--- src/rtl/cfg_slave_pkg.sv ---
package cfg_slave_pkg;
  localparam int BYTE_W = 8;
  localparam int FS_W = 5;
  localparam logic [BYTE_W-1:0] DEV_ADDR = 8'hD2;
  localparam int HDR_BYTES = 3;  // address + two discarded header bytes

  typedef enum logic [2:0] {
    ST_IDLE,
    ST_BITS,
    ST_ACKWAIT,
    ST_ACK,
    ST_ACKEND,
    ST_IGNORE
  } rx_state_t;

  function automatic logic [BYTE_W-1:0] reg_default(input int idx);
    case (idx)
      0: reg_default = 8'h04;
      1: reg_default = 8'h0F;
      2: reg_default = 8'hFF;
      3: reg_default = 8'h3F;
      5: reg_default = 8'h33;
      default: reg_default = 8'h00;
    endcase
  endfunction
endpackage

--- src/rtl/cfg_bus_sync.sv ---
module cfg_bus_sync #(
  parameter int STAGES = 2
) (
  input  logic clk,
  input  logic rst,
  input  logic scl_in,
  input  logic sda_in,
  output logic scl_rise,
  output logic scl_fall,
  output logic start_ev,
  output logic stop_ev,
  output logic sda_bit
);
  logic [STAGES-1:0] scl_pipe, sda_pipe;
  logic scl_d, sda_d, scl_s, sda_s;

  always_ff @(posedge clk) begin
    if (rst) begin
      scl_pipe <= '1;
      sda_pipe <= '1;
      scl_d    <= 1'b1;
      sda_d    <= 1'b1;
    end else begin
      scl_pipe <= {scl_pipe[STAGES-2:0], scl_in};
      sda_pipe <= {sda_pipe[STAGES-2:0], sda_in};
      scl_d    <= scl_s;
      sda_d    <= sda_s;
    end
  end

  assign scl_s    = scl_pipe[STAGES-1];
  assign sda_s    = sda_pipe[STAGES-1];
  assign scl_rise = scl_s & ~scl_d;
  assign scl_fall = ~scl_s & scl_d;
  assign start_ev = scl_s & scl_d & sda_d & ~sda_s;
  assign stop_ev  = scl_s & scl_d & ~sda_d & sda_s;
  assign sda_bit  = sda_s;
endmodule

--- src/rtl/cfg_frame_rx.sv ---
module cfg_frame_rx
  import cfg_slave_pkg::*;
#(
  parameter int NBYTES = 8
) (
  input  logic                      clk,
  input  logic                      rst,
  input  logic                      scl_rise,
  input  logic                      scl_fall,
  input  logic                      start_ev,
  input  logic                      stop_ev,
  input  logic                      sda_bit,
  output logic                      sda_oe,
  output logic                      wr_en,
  output logic [$clog2(NBYTES)-1:0] wr_idx,
  output logic [BYTE_W-1:0]         wr_data
);
  localparam int AW    = $clog2(NBYTES);
  localparam int IDXW  = $clog2(NBYTES + HDR_BYTES + 1);
  localparam int LAST  = NBYTES + HDR_BYTES - 1;
  localparam int BCW   = $clog2(BYTE_W);

  rx_state_t         state;
  logic [BYTE_W-1:0] shreg;
  logic [BCW-1:0]    bitcnt;
  logic [IDXW-1:0]   byte_idx;
  logic [BYTE_W-1:0] shifted;

  assign shifted = {shreg[BYTE_W-2:0], sda_bit};

  always_ff @(posedge clk) begin
    if (rst) begin
      state    <= ST_IDLE;
      shreg    <= '0;
      bitcnt   <= '0;
      byte_idx <= '0;
      sda_oe   <= 1'b0;
      wr_en    <= 1'b0;
      wr_idx   <= '0;
      wr_data  <= '0;
    end else begin
      wr_en <= 1'b0;
      if (start_ev) begin
        state    <= ST_BITS;
        bitcnt   <= '0;
        byte_idx <= '0;
        sda_oe   <= 1'b0;
      end else if (stop_ev) begin
        state  <= ST_IDLE;
        sda_oe <= 1'b0;
      end else begin
        case (state)
          ST_BITS: if (scl_rise) begin
            shreg  <= shifted;
            bitcnt <= bitcnt + 1'b1;
            if (bitcnt == BCW'(BYTE_W - 1)) state <= ST_ACKWAIT;
          end
          ST_ACKWAIT: if (scl_fall) begin
            if (byte_idx != '0 || shreg == DEV_ADDR) begin
              sda_oe <= 1'b1;
              state  <= ST_ACK;
            end else begin
              state <= ST_IGNORE;
            end
          end
          ST_ACK: if (scl_rise) begin
            if (byte_idx >= IDXW'(HDR_BYTES)) begin
              wr_en   <= 1'b1;
              wr_idx  <= AW'(byte_idx - IDXW'(HDR_BYTES));
              wr_data <= shreg;
            end
            state <= ST_ACKEND;
          end
          ST_ACKEND: if (scl_fall) begin
            sda_oe <= 1'b0;
            if (byte_idx == IDXW'(LAST)) begin
              state <= ST_IGNORE;
            end else begin
              byte_idx <= byte_idx + 1'b1;
              bitcnt   <= '0;
              state    <= ST_BITS;
            end
          end
          default: ;
        endcase
      end
    end
  end
endmodule

--- src/rtl/cfg_regfile.sv ---
module cfg_regfile
  import cfg_slave_pkg::*;
#(
  parameter int NBYTES = 8
) (
  input  logic                       clk,
  input  logic                       rst,
  input  logic                       wr_en,
  input  logic [$clog2(NBYTES)-1:0]  wr_idx,
  input  logic [BYTE_W-1:0]          wr_data,
  output logic [NBYTES*BYTE_W-1:0]   regs_flat
);
  localparam int AW = $clog2(NBYTES);

  for (genvar g = 0; g < NBYTES; g++) begin : g_byte
    logic [BYTE_W-1:0] q;
    always_ff @(posedge clk) begin
      if (rst)                            q <= reg_default(g);
      else if (wr_en && wr_idx == AW'(g)) q <= wr_data;
    end
    assign regs_flat[g*BYTE_W +: BYTE_W] = q;
  end
endmodule

--- src/rtl/cfg_serial_slave.sv ---
module cfg_serial_slave
  import cfg_slave_pkg::*;
#(
  parameter int NBYTES      = 8,
  parameter int SYNC_STAGES = 2
) (
  input  logic                     clk,
  input  logic                     rst,
  input  logic                     scl_in,
  input  logic                     sda_in,
  input  logic [4:0]               strap_fs,
  output logic                     sda_oe,
  output logic [NBYTES*8-1:0]      cfg_bytes,
  output logic [4:0]               freq_sel,
  output logic                     sw_mode,
  output logic                     outputs_hiz,
  output logic                     dual_rate_48
);
  localparam int AW = $clog2(NBYTES);

  logic scl_rise, scl_fall, start_ev, stop_ev, sda_bit;
  logic wr_en;
  logic [AW-1:0] wr_idx;
  logic [BYTE_W-1:0] wr_data;
  logic [FS_W-1:0] strap_q;
  logic [BYTE_W-1:0] ctl0, ctl3;

  cfg_bus_sync #(.STAGES(SYNC_STAGES)) i_sync (
    .clk(clk), .rst(rst), .scl_in(scl_in), .sda_in(sda_in),
    .scl_rise(scl_rise), .scl_fall(scl_fall),
    .start_ev(start_ev), .stop_ev(stop_ev), .sda_bit(sda_bit)
  );

  cfg_frame_rx #(.NBYTES(NBYTES)) i_rx (
    .clk(clk), .rst(rst), .scl_rise(scl_rise), .scl_fall(scl_fall),
    .start_ev(start_ev), .stop_ev(stop_ev), .sda_bit(sda_bit),
    .sda_oe(sda_oe), .wr_en(wr_en), .wr_idx(wr_idx), .wr_data(wr_data)
  );

  cfg_regfile #(.NBYTES(NBYTES)) i_regs (
    .clk(clk), .rst(rst), .wr_en(wr_en), .wr_idx(wr_idx),
    .wr_data(wr_data), .regs_flat(cfg_bytes)
  );

  // straps follow the pins only while reset is held
  always_ff @(posedge clk) begin
    if (rst) strap_q <= strap_fs;
  end

  assign ctl0         = cfg_bytes[0*BYTE_W +: BYTE_W];
  assign ctl3         = cfg_bytes[3*BYTE_W +: BYTE_W];
  assign sw_mode      = ctl0[3];
  assign outputs_hiz  = ctl0[0];
  assign dual_rate_48 = ctl3[6];
  assign freq_sel     = sw_mode ? {ctl0[2], ctl0[1], ctl0[6], ctl0[5], ctl0[4]}
                                : strap_q;
endmodule

--- config.mk ---
export PLATFORM = sky130hd
export DESIGN_NAME = cfg_serial_slave
export DESIGN_NICKNAME = d
export VERILOG_FILES = /design/src/rtl/cfg_slave_pkg.sv /design/src/rtl/cfg_bus_sync.sv /design/src/rtl/cfg_frame_rx.sv /design/src/rtl/cfg_regfile.sv /design/src/rtl/cfg_serial_slave.sv
export SDC_FILE = /design/constraint.sdc
export NUM_CORES = 1
export LEC_CHECK = 0
export ABC_AREA = 1
export ABC_CLOCK_PERIOD_IN_PS = 1980
export BUFFER_PORTS_ARGS = -buffer_cell sky130_fd_sc_hd__buf_2
export CORE_MARGIN = 3
export CORE_UTILIZATION = 35
export CTS_CLUSTER_SIZE = 10
export DETAILED_ROUTE_END_ITERATION = 8
export SLEW_MARGIN = 40
export SYNTH_ARGS = -nofsm -noshare
export SYNTH_HDL_FRONTEND = slang
export SYNTH_HIERARCHICAL = 1
export SYNTH_SLANG_ARGS = --single-unit
--- constraint.sdc ---
create_clock -name clk -period 1.98 [get_ports clk]
set_clock_uncertainty 0.1 [all_clocks]
set_input_delay 0 -clock clk [delete_from_list [all_inputs] [get_ports clk]]
set_output_delay 0 -clock clk [all_outputs]
set_load 0.01 [all_outputs]
Yosys cells after proc, flatten, opt, wreduce, memory -nomap -nowiden --
Cells that the tools add are included.
Operators by class: add/subtract/negate cells 3, order comparisons 1, equality and inequality tests 26, muxes and demuxes 20, bitwise gates (word level) 16, reductions and logical operators 25
Operators with widths (count):
- two-way mux 3 bit | 10
- != test 4 x 1 -> 1 bit (second input constant) | 5
- == test 3 bit (second input constant) | 6
- == test 3 x 2 -> 1 bit (second input constant) | 4
- != test 2 x 1 -> 1 bit (second input constant) | 6
- one-hot mux 3 bit (4 select lines) | 1
- AND reduction 4 bit | 3
- AND reduction 6 bit | 2
- AND reduction 5 bit | 2
- NOT 1 bit | 9
- == test 8 bit (second input constant) | 1
- logical AND 1 bit | 8
- nonzero test 4 bit | 2
- AND 1 bit | 7
- == test 3 x 1 -> 1 bit (second input constant) | 2
- two-way mux 1 bit | 6
- one-hot mux 3 bit (2 select lines) | 1
- nonzero test 6 bit | 1
- two-way mux 5 bit | 1
- OR reduction 5 bit | 1
- adder 4 x 1 -> 4 bit (second input constant) | 1
- == test 4 bit (second input constant) | 1
- >= comparator 4 x 2 -> 1 bit (second input constant) | 1
- nonzero test 2 bit | 2
- other kinds (8) | 8
Word-level totals: bits in registers 106, input port bits 9, output and inout bits 73

Longest topological paths before layout --
Gate-level depths: netlist (run 1).
depth after elaboration 7, depth in mapped cells 11

By module --
The synthesis (run 1) kept the hierarchy.
By module, submodules not included:
- cfg_regfile | instances 1, cells each 346, area each 2526.2 um2, seq. area each 1281.2 um2
- cfg_frame_rx | instances 1, cells each 198, area each 1511.4 um2, seq. area each 620.6 um2
- cfg_serial_slave | instances 1, cells each 24, area each 232.7 um2, seq. area each 150.1 um2
- cfg_bus_sync | instances 1, cells each 24, area each 197.7 um2, seq. area each 120.1 um2

Least setup slack after synthesis (run 1) --
No wires, ideal clock.
path type register to register, start register i_sync.scl_pipe[1], end register i_rx.wr_idx[1], library setup time 116 ps, arrival time 1304 ps, slack 461 ps, stages on the path, launching flop included 11, buffers on the path 1, period minus slack after synthesis 1519 ps, cell sequence dfxtp_1 nand2_1 nor2_1 nor2_1 nand2_1 inv_1 o211ai_4 inv_6 buf_12 nor2_2 nor2_1
On the way: longest elaborated chain between the ends 5, elaborated cells on any way between the ends 9
RTL lines:
- start: declaration | line cfg_bus_sync.sv:14 | logic [STAGES-1:0] scl_pipe, sda_pipe;
- start signal: assignment | line cfg_bus_sync.sv:24 | scl_pipe <= {scl_pipe[STAGES-2:0], scl_in};
- AND 1 bit (3 in a row) | line cfg_bus_sync.sv:36 | assign stop_ev = scl_s & scl_d & ~sda_d & sda_s;
- via stop_ev | line cfg_serial_slave.sv:21 | logic scl_rise, scl_fall, start_ev, stop_ev, sda_bit;
- NOT 1 bit (no source line)
- AND reduction 5 bit (no source line)
- end signal: assignment | line cfg_frame_rx.sv:69 | wr_idx <= AW'(byte_idx - IDXW'(HDR_BYTES));
- end: declaration | line cfg_frame_rx.sv:15 | output logic [$clog2(NBYTES)-1:0] wr_idx,
The timed path passes the listed nets, and every way through them passes these cells. A chain may end at the register's enable or synchronous reset.

Final worst setup path (run 1) --
start register i_sync.scl_pipe[1], end register i_rx.wr_data[5]
On the way: longest elaborated chain between the ends 5, elaborated cells on any way between the ends 9
RTL lines:
- AND 1 bit (3 in a row) | line cfg_bus_sync.sv:36
- via stop_ev | line cfg_serial_slave.sv:21
- NOT 1 bit (no source line)
- AND reduction 5 bit (no source line)
- end signal: assignment | line cfg_frame_rx.sv:70 | wr_data <= shreg;
- end: declaration | line cfg_frame_rx.sv:16 | output logic [BYTE_W-1:0] wr_data
The timed path passes the listed nets, and every way through them passes these cells.

==> results of run 1 <==
[worst paths after layout]
path / start / endpoint / slack [ps] / depth (start not counted)
min: sda_in / i_sync/sda_pipe[0]$_SDFF_PP1_ / 260 / 3
max: i_sync/scl_pipe[1]$_SDFF_PP1_ / i_rx/wr_data[5]$_SDFFE_PP0P_ / 240 / 9
max reg2reg: i_sync/scl_pipe[1]$_SDFF_PP1_ / i_rx/wr_data[5]$_SDFFE_PP0P_ / 240 / 9
min reg2reg: i_sync/scl_pipe[0]$_SDFF_PP1_ / i_sync/scl_pipe[1]$_SDFF_PP1_ / 310 / 1
[power breakdown]
group / internal (mW) / total [mW] / switching [mW]
Clock: 0.876 / 1.60 / 0.726
Combinational: 0.113 / 0.299 / 0.187
Sequential: 2.18 / 2.20 / 0.0244
[cell families after synthesis]
| group | Yosys count | synth area share |
|---|---|---|
| AOI/OAI and AO/OA | 51 | 0.0647 |
| xor gates and xnor gates | 1 | 0.00196 |
| adders and majority gates | 5 | 0.0140 |
| buffers and inverters | 62 | 0.0630 |
| DFF | 106 | 0.486 |
| and+or+nand+nor | 367 | 0.370 |
[cells in the mapped netlist]
master	count
buf_2	3
xor2_1	1
nor3_1	2
o21ai_0	22
a21oi_2	3
dfxtp_1	101
inv_1	37
inv_2	7
buf_1	4
nor3_4	1
nand2_2	2
clkbuf_2	1
buf_4	4
o21bai_1	1
nand2_1	152
nand3_2	1
nand3_4	1
inv_6	1
or2_1	4
nand3b_1	1
buf_12	1
nor2_1	112
or2_2	1
a21oi_1	20
o211ai_4	1
o21ai_1	2
ha_1	5
edfxtp_1	5
a21boi_1	1
nand3_1	67
nor2_8	1
nand2_4	3
buf_6	1
nor2_2	9
clkbuf_1	3
nor2_4	10
a31oi_1	1
[metal layers]
layer / part of all wire / vias up / global-route usage
li1: - / 2043 / -
met3: 0.043 / 10 / 0.0380
met5: 0 / - / 0
met2: 0.48 / 67 / 0.255
met4: 0.013 / 0 / 0.0514
met1: 0.47 / 1800 / 0.202
[sequential cells by signal, indices dropped and copies added, names as in the netlist]
name and flops:
i_sync/scl_pipe 2, strap_q 5, i_rx/byte_idx 4, i_rx/sda_oe 1, i_rx/bitcnt 3, i_sync/scl_d 1, i_regs/g_byte.q 64, i_rx/wr_data 8
i_rx/wr_en 1, i_sync/sda_pipe 2, i_rx/shreg 8, i_rx/state 3, i_rx/wr_idx 3, i_sync/sda_d 1
[cells in the final DEF, fill, tap and decap left out, drive strengths merged]
master	n
nand2	157
nor2	132
dfxtp	101
buf	83
nand3	69
inv	45
o21ai	24
a21oi	23
clkbuf	14
dlygate4sd3	8
ha	5
edfxtp	5
or2	5
nor3	3
o211ai	1
xor2	1
o21bai	1
a21boi	1
nand3b	1
a31oi	1
[cell type report]
type | count | area share
Clock buffer | 14 | 0.0476
Inverter | 45 | 0.0326
Multi-Input combinational cell | 424 | 0.377
Sequential cell | 106 | 0.407
Tap cell | 168 | 0.0394
Timing Repair Buffer | 91 | 0.0961
[critical path: cells and delay by family (launching register included)]
kind            cells  cell delay [ps]
compound gates      3              380
flops               1              360
simple gates        4              580
buf+inv             2              210
[what timing repair did]
item | CTS | global route
gates resized for setup | 0 | 0
endpoints found under the hold margin | 15 | 0
endpoints found under the setup margin | 0 | 0
buffers inserted | 0 | 0
hold buffers | 8 | 0
==> reports/qor_table.md, run 1 <==
| Metric | This run | Unit |
|---|---|---|
| Final ANT Viol Nets | 0 | - |
| Number of warnings printed during yosys synthesis | 6 | - |
| I/O pin cnt | 82 | - |
| Filler cell count in the final layout | 1270 | - |
| Setup Total Neg Slack | 0 | ps |
| Largest cells by area after synthesis | dfxtp_1 45%, nand2_1 13%, nor2_1 9.4% | - |
| Clock-pin slew on the worst setup and hold paths | 60 | ps |
| Reg area | 0.00217 | mm2 |
| Routed vias | 3920 | - |
| Input/output buffers | 81 | - |
| Worst Setup End Kind | flop | - |
| GR Overflow Total | 0 | - |
| Worst min-delay path class | primary input to flop | - |
| Synthesized area per cell | 7.55 | um2 |
| Final Net Count | 691 | - |
| Min Hold Slack | 264 | ps |
| RSZ-0062 raised after global routing | false | - |
| CTS H-tree lvls | 3 | - |
| Root buffer selected by CTS | clkbuf_16 | - |
| Share of layout cells above drive strength 1 | 0.197 | - |
| Synthesized area | 0.00447 | mm2 |
| Total clock sinks | 106 | - |
| Post-synth cell types | 37 | - |
| Worst stage delay on the critical path | 360 | ps |
| Number of pins exceeding their max-slew limit in the final report | 0 | - |
| Post-layout worst setup margin | 240 | ps |
| Post-synthesis net count | 606 | - |
| Clock latency at the later pin of the worst-skew pair | 340 | ps |
| Max Clk Rate | 0.575 | GHz |
| Final routed wire length divided by cell count | 12.7 | um |
| Slew at the pin with the worst max-slew slack | 632 | ps |
| Cell Rows | 40 | - |
| Initial cell density of the core | 0.364 | - |
| Endpoints failing hold | 0 | - |
| Maximum count of clock buffers along a single path | 2 | - |
| Inserted Clock Buffers | 9 | - |
| Drt drc | 0 | - |
| Via count of the first global-routing pass | 3630 | - |
| Total length of routed wires | 10.8 | mm |
| Run status | completed | - |
| Min cycle time layout | 1740 | ps |
| Worst-case setup slack after placement | 244 | ps |
| Startpoint-to-endpoint class of the critical path | flop to flop | - |
| Post-synthesis register bit count | 106 | - |
| Number of DRC markers in iteration 0 | 267 | - |
| CP Cell Sequence | nand2_1 -> nor2_1 -> nor2_1 -> nand2_1 -> inv_1 -> o211ai_4 -> inv_6 -> o21ai_0 -> a21oi_2 | - |
| Die Width | 119 | um |
| Number of instances in the synthesized netlist | 592 | - |
| Share of synthesized area occupied by flip-flops and latches | 0.486 | - |
| Yosys top cell area share | 0.453 | - |
| First-pass iteration count of the detailed router | 4 | - |
| Final number of setup-violating endpoints | 0 | - |
| Placed instance count | 826 | - |
| Full die area | 0.0142 | mm2 |
| Library cell contributing the largest single delay on the critical path | dfxtp_1 | - |
| Peak fanout along the critical path | 17 | - |
| Core Util, Final | 0.435 | - |
| Core Footprint | 0.0123 | mm2 |
| Worst max-slew margin expressed relative to the limit | 0.578 | - |
| Post-synth top area cell | dfxtp_1 | - |
| Largest net degree at the start of global routing | 40 | - |
| Placer's final routability congestion estimate | 0.838 | - |
| Placed Area | 0.00500 | mm2 |
| Static leakage power | 2.44 | nW |
| Count of inserted antenna diode cells | 0 | - |
| Final Power | 4.10 | mW |
| Half-perimeter wire length after placement | 7.83 | mm |
| Global-route wire length before repair | 17.8 | mm |
| Required arrival time at the worst endpoint | 2110 | ps |
| GR Util All Layers | 0.156 | - |
| Post-route design area | 0.00534 | mm2 |
| Cell area power density | 769 | mW/mm2 |
| CP startpoint kind | flop | - |
| Footprint of the multi-input gates | 0.00201 | mm2 |
| Initial antenna violation count | 0 | - |
| Fraction of the cycle the final worst path needs | 0.879 | - |
| Number of maximum-capacitance violations | 0 | - |
| Area growth, synth to finish | 19.5 | % |
| Data arrival, critical path | 1870 | ps |
| Post-Layout Cell Count | 848 | - |
| Chip height | 119 | um |
| Peak VDD IR | 0.000366 | V |
| Detail-routed via count per cell | 4.62 | - |
| Clock tree from TritonCTS | done | - |
Power figures use the tool's default switching activity.
==> inputs of run 2 (changes only) <==
--- a/config.mk
+++ b/config.mk
@@ -7,7 +7,7 @@
 export LEC_CHECK = 0
 export ABC_AREA = 1
 export ABC_CLOCK_PERIOD_IN_PS = 1980
-export BUFFER_PORTS_ARGS = -buffer_cell sky130_fd_sc_hd__buf_2
+export BUFFER_PORTS_ARGS = -buffer_cell sky130_fd_sc_hd__clkbuf_2
 export CORE_MARGIN = 3
 export CORE_UTILIZATION = 35
 export CTS_CLUSTER_SIZE = 10
==> reports/qor_table.md, run 2 (same netlist as run 1, synthesis figures left out) <==
| Metric | This run | Unit | Delta |
|---|---|---|---|
| Final number of setup-violating endpoints | 0 | - | unchanged |
| Peak VDD IR | 0.000775 | V | +110% |
| Total length of routed wires | 10.7 | mm | -0.39% |
| Placer's final routability congestion estimate | 0.854 | - | +2.0% |
| Total clock sinks | 106 | - | unchanged |
| Final routed wire length divided by cell count | 12.6 | um | -0.62% |
| Inserted Clock Buffers | 9 | - | unchanged |
| Worst stage delay on the critical path | 350 | ps | about the same |
| Number of DRC markers in iteration 0 | 286 | - | +7.1% |
| Placed instance count | 827 | - | +0.12% |
| Worst max-slew margin expressed relative to the limit | 0.583 | - | +0.00488 |
| Count of inserted antenna diode cells | 0 | - | unchanged |
| Maximum count of clock buffers along a single path | 2 | - | unchanged |
| Fraction of the cycle the final worst path needs | 0.905 | - | +0.0263 |
| Library cell contributing the largest single delay on the critical path | dfxtp_1 | - |  |
| RSZ-0062 raised after global routing | false | - |  |
| Initial cell density of the core | 0.364 | - | unchanged |
| Slew at the pin with the worst max-slew slack | 625 | ps | -7.31 ps |
| Biggest register | i_regs/g_byte.q | - |  |
| Via count of the first global-routing pass | 3631 | - | +0.028% |
| CP startpoint kind | flop | - |  |
| Share of layout cells above drive strength 1 | 0.204 | - | +0.00675 |
| Cell Rows | 40 | - | unchanged |
| Min Hold Slack | 13.3 | ps | -250 ps |
| Largest registers | i_regs/g_byte.q x64, i_rx/shreg x8, i_rx/wr_data x8 | - |  |
| Reg area | 0.00217 | mm2 | unchanged |
| Global-route wire length before repair | 17.9 | mm | +0.12% |
| CTS H-tree lvls | 3 | - | unchanged |
| Required arrival time at the worst endpoint | 2120 | ps | about the same |
| Startpoint-to-endpoint class of the critical path | flop to flop | - |  |
| Number of pins exceeding their max-slew limit in the final report | 0 | - | unchanged |
| Clock-pin slew on the worst setup and hold paths | 70 | ps | about the same |
| GR Overflow Total | 0 | - | unchanged |
| Commonest cells after routing, fill and taps aside | 152 x nand2_1, 112 x nor2_1, 101 x dfxtp_1 | - |  |
| Worst min-delay path class | primary input to flop | - |  |
| Max Clk Rate | 0.558 | GHz | -2.9% |
| Static leakage power | 2.46 | nW | +0.76% |
| Final Power | 4.40 | mW | +7.2% |
| Data arrival, critical path | 1930 | ps | +60 ps |
| Routed vias | 3936 | - | +0.41% |
| Die Width | 119 | um | unchanged |
| Core Util, Final | 0.439 | - | +0.00418 |
| Half-perimeter wire length after placement | 7.77 | mm | -0.76% |
| Clock latency at the later pin of the worst-skew pair | 350 | ps | about the same |
| Footprint of the multi-input gates | 0.00201 | mm2 | unchanged |
| GR Util All Layers | 0.157 | - | +0.00108 |
| Number of maximum-capacitance violations | 0 | - | unchanged |
| Full die area | 0.0142 | mm2 | unchanged |
| Final ANT Viol Nets | 0 | - | unchanged |
| Post-Layout Cell Count | 850 | - | +0.24% |
| Most frequent standard cell in the layout excluding fill and tap cells | nand2_1 | - |  |
| CP Cell Sequence | nand2_1 -> nor2_1 -> nor2_1 -> nand2_1 -> inv_1 -> o211ai_4 -> inv_6 -> o21ai_0 -> a21oi_1 | - |  |
| Min cycle time layout | 1790 | ps | +52.1 ps |
| Run status | completed | - |  |
| Largest register FFs | 64 | - | unchanged |
| First-pass iteration count of the detailed router | 4 | - | unchanged |
| Largest net degree at the start of global routing | 39 | - | -2.5% |
| Initial antenna violation count | 0 | - | unchanged |
| Clock tree from TritonCTS | done | - |  |
| PostCTS Resize Cnt | 0 | - | unchanged |
| Drt drc | 0 | - | unchanged |
| Cell area power density | 816 | mW/mm2 | +6.2% |
| Setup Total Neg Slack | 0 | ps | unchanged |
| Chip height | 119 | um | unchanged |
| Detail-routed via count per cell | 4.63 | - | +0.17% |
| Peak fanout along the critical path | 17 | - | unchanged |
| Root buffer selected by CTS | clkbuf_16 | - |  |
| Endpoints failing hold | 0 | - | unchanged |
| Input/output buffers | 81 | - | unchanged |
| I/O pin cnt | 82 | - | unchanged |
| Worst Setup End Kind | flop | - |  |
| Final Net Count | 691 | - | unchanged |
| Filler cell count in the final layout | 1260 | - | -0.79% |
| Area growth, synth to finish | 20.6 | % |  |
| Core Footprint | 0.0123 | mm2 | unchanged |
[run 2: changes by cell type in the layout (fill, tap and decap cells not counted)]
| cell | before | now |
|---|---|---|
| clkinvlp_4 | 0 | 1 |
| clkbuf_1 | 4 | 2 |
| buf_12 | 1 | 0 |
| buf_2 | 81 | 0 |
| clkbuf_2 | 0 | 81 |
| inv_4 | 0 | 1 |
| bufinv_16 | 0 | 2 |
| dlygate4sd3_1 | 8 | 7 |
| buf_4 | 1 | 3 |
[run 2: worst paths after layout]
path | depth (start not counted) | from | slack [ps] | to
setup / recovery | 9 | i_sync/scl_pipe[1]$_SDFF_PP1_ | 190 | i_rx/wr_data[3]$_SDFFE_PP0P_
hold / removal | 2 | rst | 10 | i_rx/wr_en$_SDFF_PP0_
setup reg to reg | 9 | i_sync/scl_pipe[1]$_SDFF_PP1_ | 190 | i_rx/wr_data[3]$_SDFFE_PP0P_
hold reg to reg | 1 | i_sync/scl_pipe[0]$_SDFF_PP1_ | 310 | i_sync/scl_pipe[1]$_SDFF_PP1_
[run 2: stage by stage]
step | worst slack, ps | cell area [um2]
after floorplan | 461 | 4470
after global placement | 309 | 5000
after detailed placement | 199 | 5000
after CTS | 183 | 5390
after global routing | 28.3 | 5390
final | 188 | 5390
[run 2: report_power, final]
group	internal (mW)	leakage, nW	switching, mW
registers	2.18	0.865	0.0251
logic	0.110	1.44	0.182
clock network	1.14	0.153	0.761
[run 2: routing by layer]
| metal | share of wire | track usage | vias up | wire, um |
|---|---|---|---|---|
| met1 | 0.47 | 0.202 | 1789 | 4990 |
| met4 | 0.012 | 0.0492 | 0 | 127 |
| met3 | 0.046 | 0.0475 | 8 | 488 |
| met5 | 0 | 0 | - | 0 |
| li1 | - | - | 2046 | - |
| met2 | 0.48 | 0.253 | 93 | 5110 |
[run 2: cell type report]
class                      count  share of cell area
clock buffer                  12              0.0457
clock inverter                 4              0.0137
inverter                      45              0.0323
multi-input combinational    424               0.374
sequential                   106               0.403
tap                          168              0.0390
timing repair buffer          91              0.0924
[run 2: critical path: cells and delay by family, from the launching register on]
family                 cells  cell delay, ps
buffers and inverters      2             200
and+or+nand+nor            4             620
AOI/OAI and AO/OA          3             400
DFF                        1             350
[run 2: timing repair]
| item | CTS | global route |
|---|---|---|
| hold buffers | 7 | 0 |
| endpoints found under the setup margin | 0 | 0 |
| hold endpoints to repair | 7 | 0 |
| setup buffers | 0 | 0 |
==> inputs of run 3 (changes only) <==
--- a/config.mk
+++ b/config.mk
@@ -5,13 +5,13 @@
 export SDC_FILE = /design/constraint.sdc
 export NUM_CORES = 1
 export LEC_CHECK = 0
-export ABC_AREA = 1
 export ABC_CLOCK_PERIOD_IN_PS = 1980
 export BUFFER_PORTS_ARGS = -buffer_cell sky130_fd_sc_hd__clkbuf_2
 export CORE_MARGIN = 3
-export CORE_UTILIZATION = 35
+export CORE_UTILIZATION = 50
 export CTS_CLUSTER_SIZE = 10
 export DETAILED_ROUTE_END_ITERATION = 8
+export PLACE_DENSITY = 0.73
 export SLEW_MARGIN = 40
 export SYNTH_ARGS = -nofsm -noshare
 export SYNTH_HDL_FRONTEND = slang
==> reports/qor_table.md, run 3 <==
| Metric | This run | Unit | Delta |
|---|---|---|---|
| Global-route wire length before repair | 15.2 | mm | -15% |
| Most repeated cell in the gate-level netlist after synthesis | dfxtp_1 | - |  |
| Synth cell count leaders | 101 x dfxtp_1, 83 x mux2i_1, 60 x nor2_1 | - |  |
| Cell area power density | 688 | mW/mm2 | -16% |
| Synthesized area per cell | 10.6 | um2 | +41% |
| Final Power | 3.57 | mW | -19% |
| Largest cells by area after synthesis | dfxtp_1 46%, mux2i_1 19%, nand2b_1 7.5% | - |  |
| CTS H-tree lvls | 3 | - | unchanged |
| Switching portion of total power | 0.231 | - | +0.0106 |
| Maximum count of clock buffers along a single path | 2 | - | unchanged |
| Area growth, synth to finish | 17.1 | % |  |
| Fraction of the mapped netlist area in compound gates | 0.0404 | - | -0.0243 |
| Post-synth cell types | 49 | - | +32% |
| I/O pin cnt | 82 | - | unchanged |
| Peak fanout along the critical path | 11 | - | -6 |
| Peak VDD IR | 0.000336 | V | -57% |
| Final ANT Viol Nets | 0 | - | unchanged |
| Cell Rows | 33 | - | -18% |
| Register-to-Register Setup Slack | 180 | ps | about the same |
| Full die area | 0.0100 | mm2 | -29% |
| Worst Hold Path EP | strap_q[2]$_DFFE_PP_ | - |  |
| Run status | completed | - |  |
| PostCTS Resize Cnt | 0 | - | unchanged |
| Core Footprint | 0.00842 | mm2 | -31% |
| Routed vias | 3110 | - | -21% |
| Detail-routed via count per cell | 5.10 | - | +10% |
| Total length of routed wires | 8.98 | mm | -16% |
| Via count of the first global-routing pass | 3115 | - | -14% |
| Hold_buf cts | 8 | - | +1 |
| Combinational share of power | 0.037 | - | -0.029 |
| Post-layout worst setup margin | 184 | ps | -3.32 ps |
| Endpoints failing hold | 0 | - | unchanged |
| Largest register FFs | 64 | - | unchanged |
| Drt drc | 0 | - | unchanged |
| Fraction of the cycle the final worst path needs | 0.907 | - | +0.00168 |
| Chip height | 100 | um | -16% |
| Hold_sp | strap_fs[2] | - |  |
| First-pass iteration count of the detailed router | 4 | - | unchanged |
| Max Clk Rate | 0.557 | GHz | -0.18% |
| Post-synth top flop | dfxtp_1 | - |  |
| Final routed wire length divided by cell count | 14.7 | um | +17% |
| Required arrival time at the worst endpoint | 2110 | ps | about the same |
| Sw Pwr | 0.823 | mW | -15% |
| Cell internal pwr | 2.74 | mW | -20% |
| Depth of the most critical reg-to-reg path | 5 | - | -4 |
| Clock power frac | 0.353 | - | -0.080 |
| Worst-case setup slack after placement | 227 | ps | +28.2 ps |
| Startpoint-to-endpoint class of the critical path | flop to flop | - |  |
| Post-synthesis register bit count | 106 | - | unchanged |
| Initial antenna violation count | 0 | - | unchanged |
| Placed instance count | 586 | - | -29% |
| Commonest cells after routing, fill and taps aside | 101 x dfxtp_1, 83 x mux2i_1, 80 x clkbuf_2 | - |  |
| Xor and xnor fraction of the mapped netlist area | 0.00593 | - | +0.00397 |
| CP startpoint kind | flop | - |  |
| Count of inserted antenna diode cells | 0 | - | unchanged |
| CP Cell Sequence | and4b_1 -> and4bb_2 -> o311ai_4 -> mux2i_1 -> nor2_1 | - |  |
| Clock latency at the later pin of the worst-skew pair | 360 | ps | about the same |
| Largest registers | i_regs/g_byte.q x64, i_rx/shreg x8, i_rx/wr_data x8 | - |  |
| Synthesized area | 0.00443 | mm2 | -0.87% |
| Worst max-slew margin expressed relative to the limit | 0.520 | - | -0.0630 |
| Setup Total Neg Slack | 0 | ps | unchanged |
| Synthesized-area fraction occupied by adder cells | 0.0141 | - | +0.000123 |
| Min cycle time layout | 1800 | ps | +3.32 ps |
| Number of synthesized flops with an enable pin | 5 | - | unchanged |
| Die Width | 100 | um | -16% |
| Basic-gate share of the synthesized area counting and, or, nand and nor cells | 0.206 | - | -0.165 |
| Hold Path Depth | 2 | - | unchanged |
| Placer's final routability congestion estimate | 0.768 | - | -10% |
| Post-Layout Cell Count | 610 | - | -28% |
| Combinational family with the most area after synthesis | simple AND/OR/NAND/NOR gates | - |  |
| Kind of cell adding the most delay to the critical path | simple AND/OR/NAND/NOR gates | - |  |
| Portion of netlist area occupied by mux cells | 0.200 | - | +0.200 |
| Static leakage power | 2.41 | nW | -2.1% |
| GR Overflow Total | 0 | - | unchanged |
| Largest net degree at the start of global routing | 34 | - | -13% |
| Slew at the pin with the worst max-slew slack | 718 | ps | +93.5 ps |
| Worst Setup End Kind | flop | - |  |
| Yosys top cell area share | 0.456 | - | +0.00396 |
| Share of layout cells above drive strength 1 | 0.246 | - | +0.0417 |
| Final Net Count | 514 | - | -26% |
| Worst stage delay on the critical path | 390 | ps | +40 ps |
| Half-perimeter wire length after placement | 6.46 | mm | -17% |
| Total clock sinks | 106 | - | unchanged |
| Post-synthesis net count | 431 | - | -29% |
| FF-to-FF End | i_rx/wr_idx[0]$_SDFFE_PP0P_ | - |  |
| Clock tree from TritonCTS | done | - |  |
| Number of warnings printed during yosys synthesis | 6 | - | unchanged |
| Post-synth top area cell | dfxtp_1 | - |  |
| Number of maximum-capacitance violations | 0 | - | unchanged |
| Worst flop-to-flop path startpoint | i_sync/scl_pipe[1]$_SDFF_PP1_ | - |  |
| Library cell contributing the largest single delay on the critical path | dfxtp_1 | - |  |
| Share of flip-flops with an asynchronous set or reset after synthesis | 0 | - | unchanged |
| Input/output buffers | 81 | - | unchanged |
| Initial cell density of the core | 0.526 | - | +0.161 |
| GR Util All Layers | 0.189 | - | +0.0322 |
| Most frequent standard cell in the layout excluding fill and tap cells | dfxtp_1 | - |  |
| Biggest register | i_regs/g_byte.q | - |  |
| Inserted Clock Buffers | 9 | - | unchanged |
| Number of instances in the synthesized netlist | 417 | - | -30% |
| Clock-pin slew on the worst setup and hold paths | 100 | ps | +30 ps |
| Buffers plus inverters on the worst setup path | 0 | - | -2 |
| Number of buffers added for setup after CTS | 0 | - | unchanged |
| Share of synthesized area occupied by flip-flops and latches | 0.490 | - | +0.00426 |
| Number of pins exceeding their max-slew limit in the final report | 0 | - | unchanged |
| Worst min-delay path class | primary input to flop | - |  |
| RSZ-0062 raised after global routing | false | - |  |
| Root buffer selected by CTS | clkbuf_8 | - |  |
| Final number of setup-violating endpoints | 0 | - | unchanged |
| Part of the power in registers | 0.610 | - | +0.110 |
| Data arrival, critical path | 1930 | ps | about the same |
| Number of DRC markers in iteration 0 | 85 | - | -70% |
run 3: cell types whose count changed in the layout (fill, tap and decap cells not counted), sizes merged, moves of 16 or more:
cell,before,now
a21oi,23,7
inv,46,7
nand2,157,6
mux2i,0,83
o21ai,24,3
nand3,69,1
nand2b,0,53
nor2,132,60
run 3: per-layer routing:
metal,vias up,GRT usage,share of wire
li1,1581,-,-
met1,1454,0.248,0.47
met2,64,0.318,0.47
met3,11,0.0389,0.040
met4,0,0.0508,0.014
met5,-,0,0
run 3: worst max path at each step:
stage	cells past startpoint	endpoint	from	slack, ps
after floorplan	6	i_rx/wr_idx[1]$_SDFFE_PP0P_	i_sync/scl_pipe[1]$_SDFF_PP1_	360
after global placement	4	i_rx/wr_data[3]$_SDFFE_PP0P_	i_rx/byte_idx[0]$_SDFFE_PP0P_	-10
after detailed placement	4	i_rx/wr_idx[0]$_SDFFE_PP0P_	i_rx/byte_idx[0]$_SDFFE_PP0P_	230
after CTS	5	i_rx/wr_data[5]$_SDFFE_PP0P_	i_sync/scl_pipe[1]$_SDFF_PP1_	190
after global routing	5	i_rx/wr_data[5]$_SDFFE_PP0P_	i_sync/scl_pipe[1]$_SDFF_PP1_	4
final	5	i_rx/wr_idx[0]$_SDFFE_PP0P_	i_sync/scl_pipe[1]$_SDFF_PP1_	180
run 3: stage by stage:
step,util,hold slack [ps],instance area (um2)
after global routing,0.616,237,5180
after detailed placement,0.584,78.7,4920
after CTS,0.616,230,5180
after floorplan,-,-23.3,4430
after global placement,0.583,77.3,4910
final,0.616,248,5180
run 3: power groups by stage:
stage | combinational (mW) | sequential [mW] | clock (mW)
after floorplan | 0.0896 | 2.22 | 0
after global placement | 0.118 | 2.22 | 0
after detailed placement | 0.117 | 2.22 | 0
after CTS | 0.130 | 2.17 | 1.29
after global routing | 0.144 | 2.18 | 1.38
final | 0.131 | 2.18 | 1.26
run 3: worst register-to-register path, delay by kind of cell, from the launching register on:
family,cells,cell delay [ps]
AND/OR/NAND/NOR,3,730
multiplexers,1,260
AO/OA/AOI/OAI,1,190
flip-flops,1,390
run 3: area by class of cell:
class | count | area, um2
inverters | 4 | 15.0
fillers | 734 | 3240
clock buffers | 11 | 141
well taps | 105 | 131
repair buffers | 103 | 591
flip-flops and latches | 106 | 2170
clock inverters | 5 | 46.3
multi-input cells | 276 | 2090
run 3: cells by family after synthesis:
family,count (synthesis)
buffers and inverters,35
xor gates and xnor gates,3
adders and majority gates,5
and+or+nand+nor,158
DFF,106
AOI/OAI and AO/OA,22
muxes,88
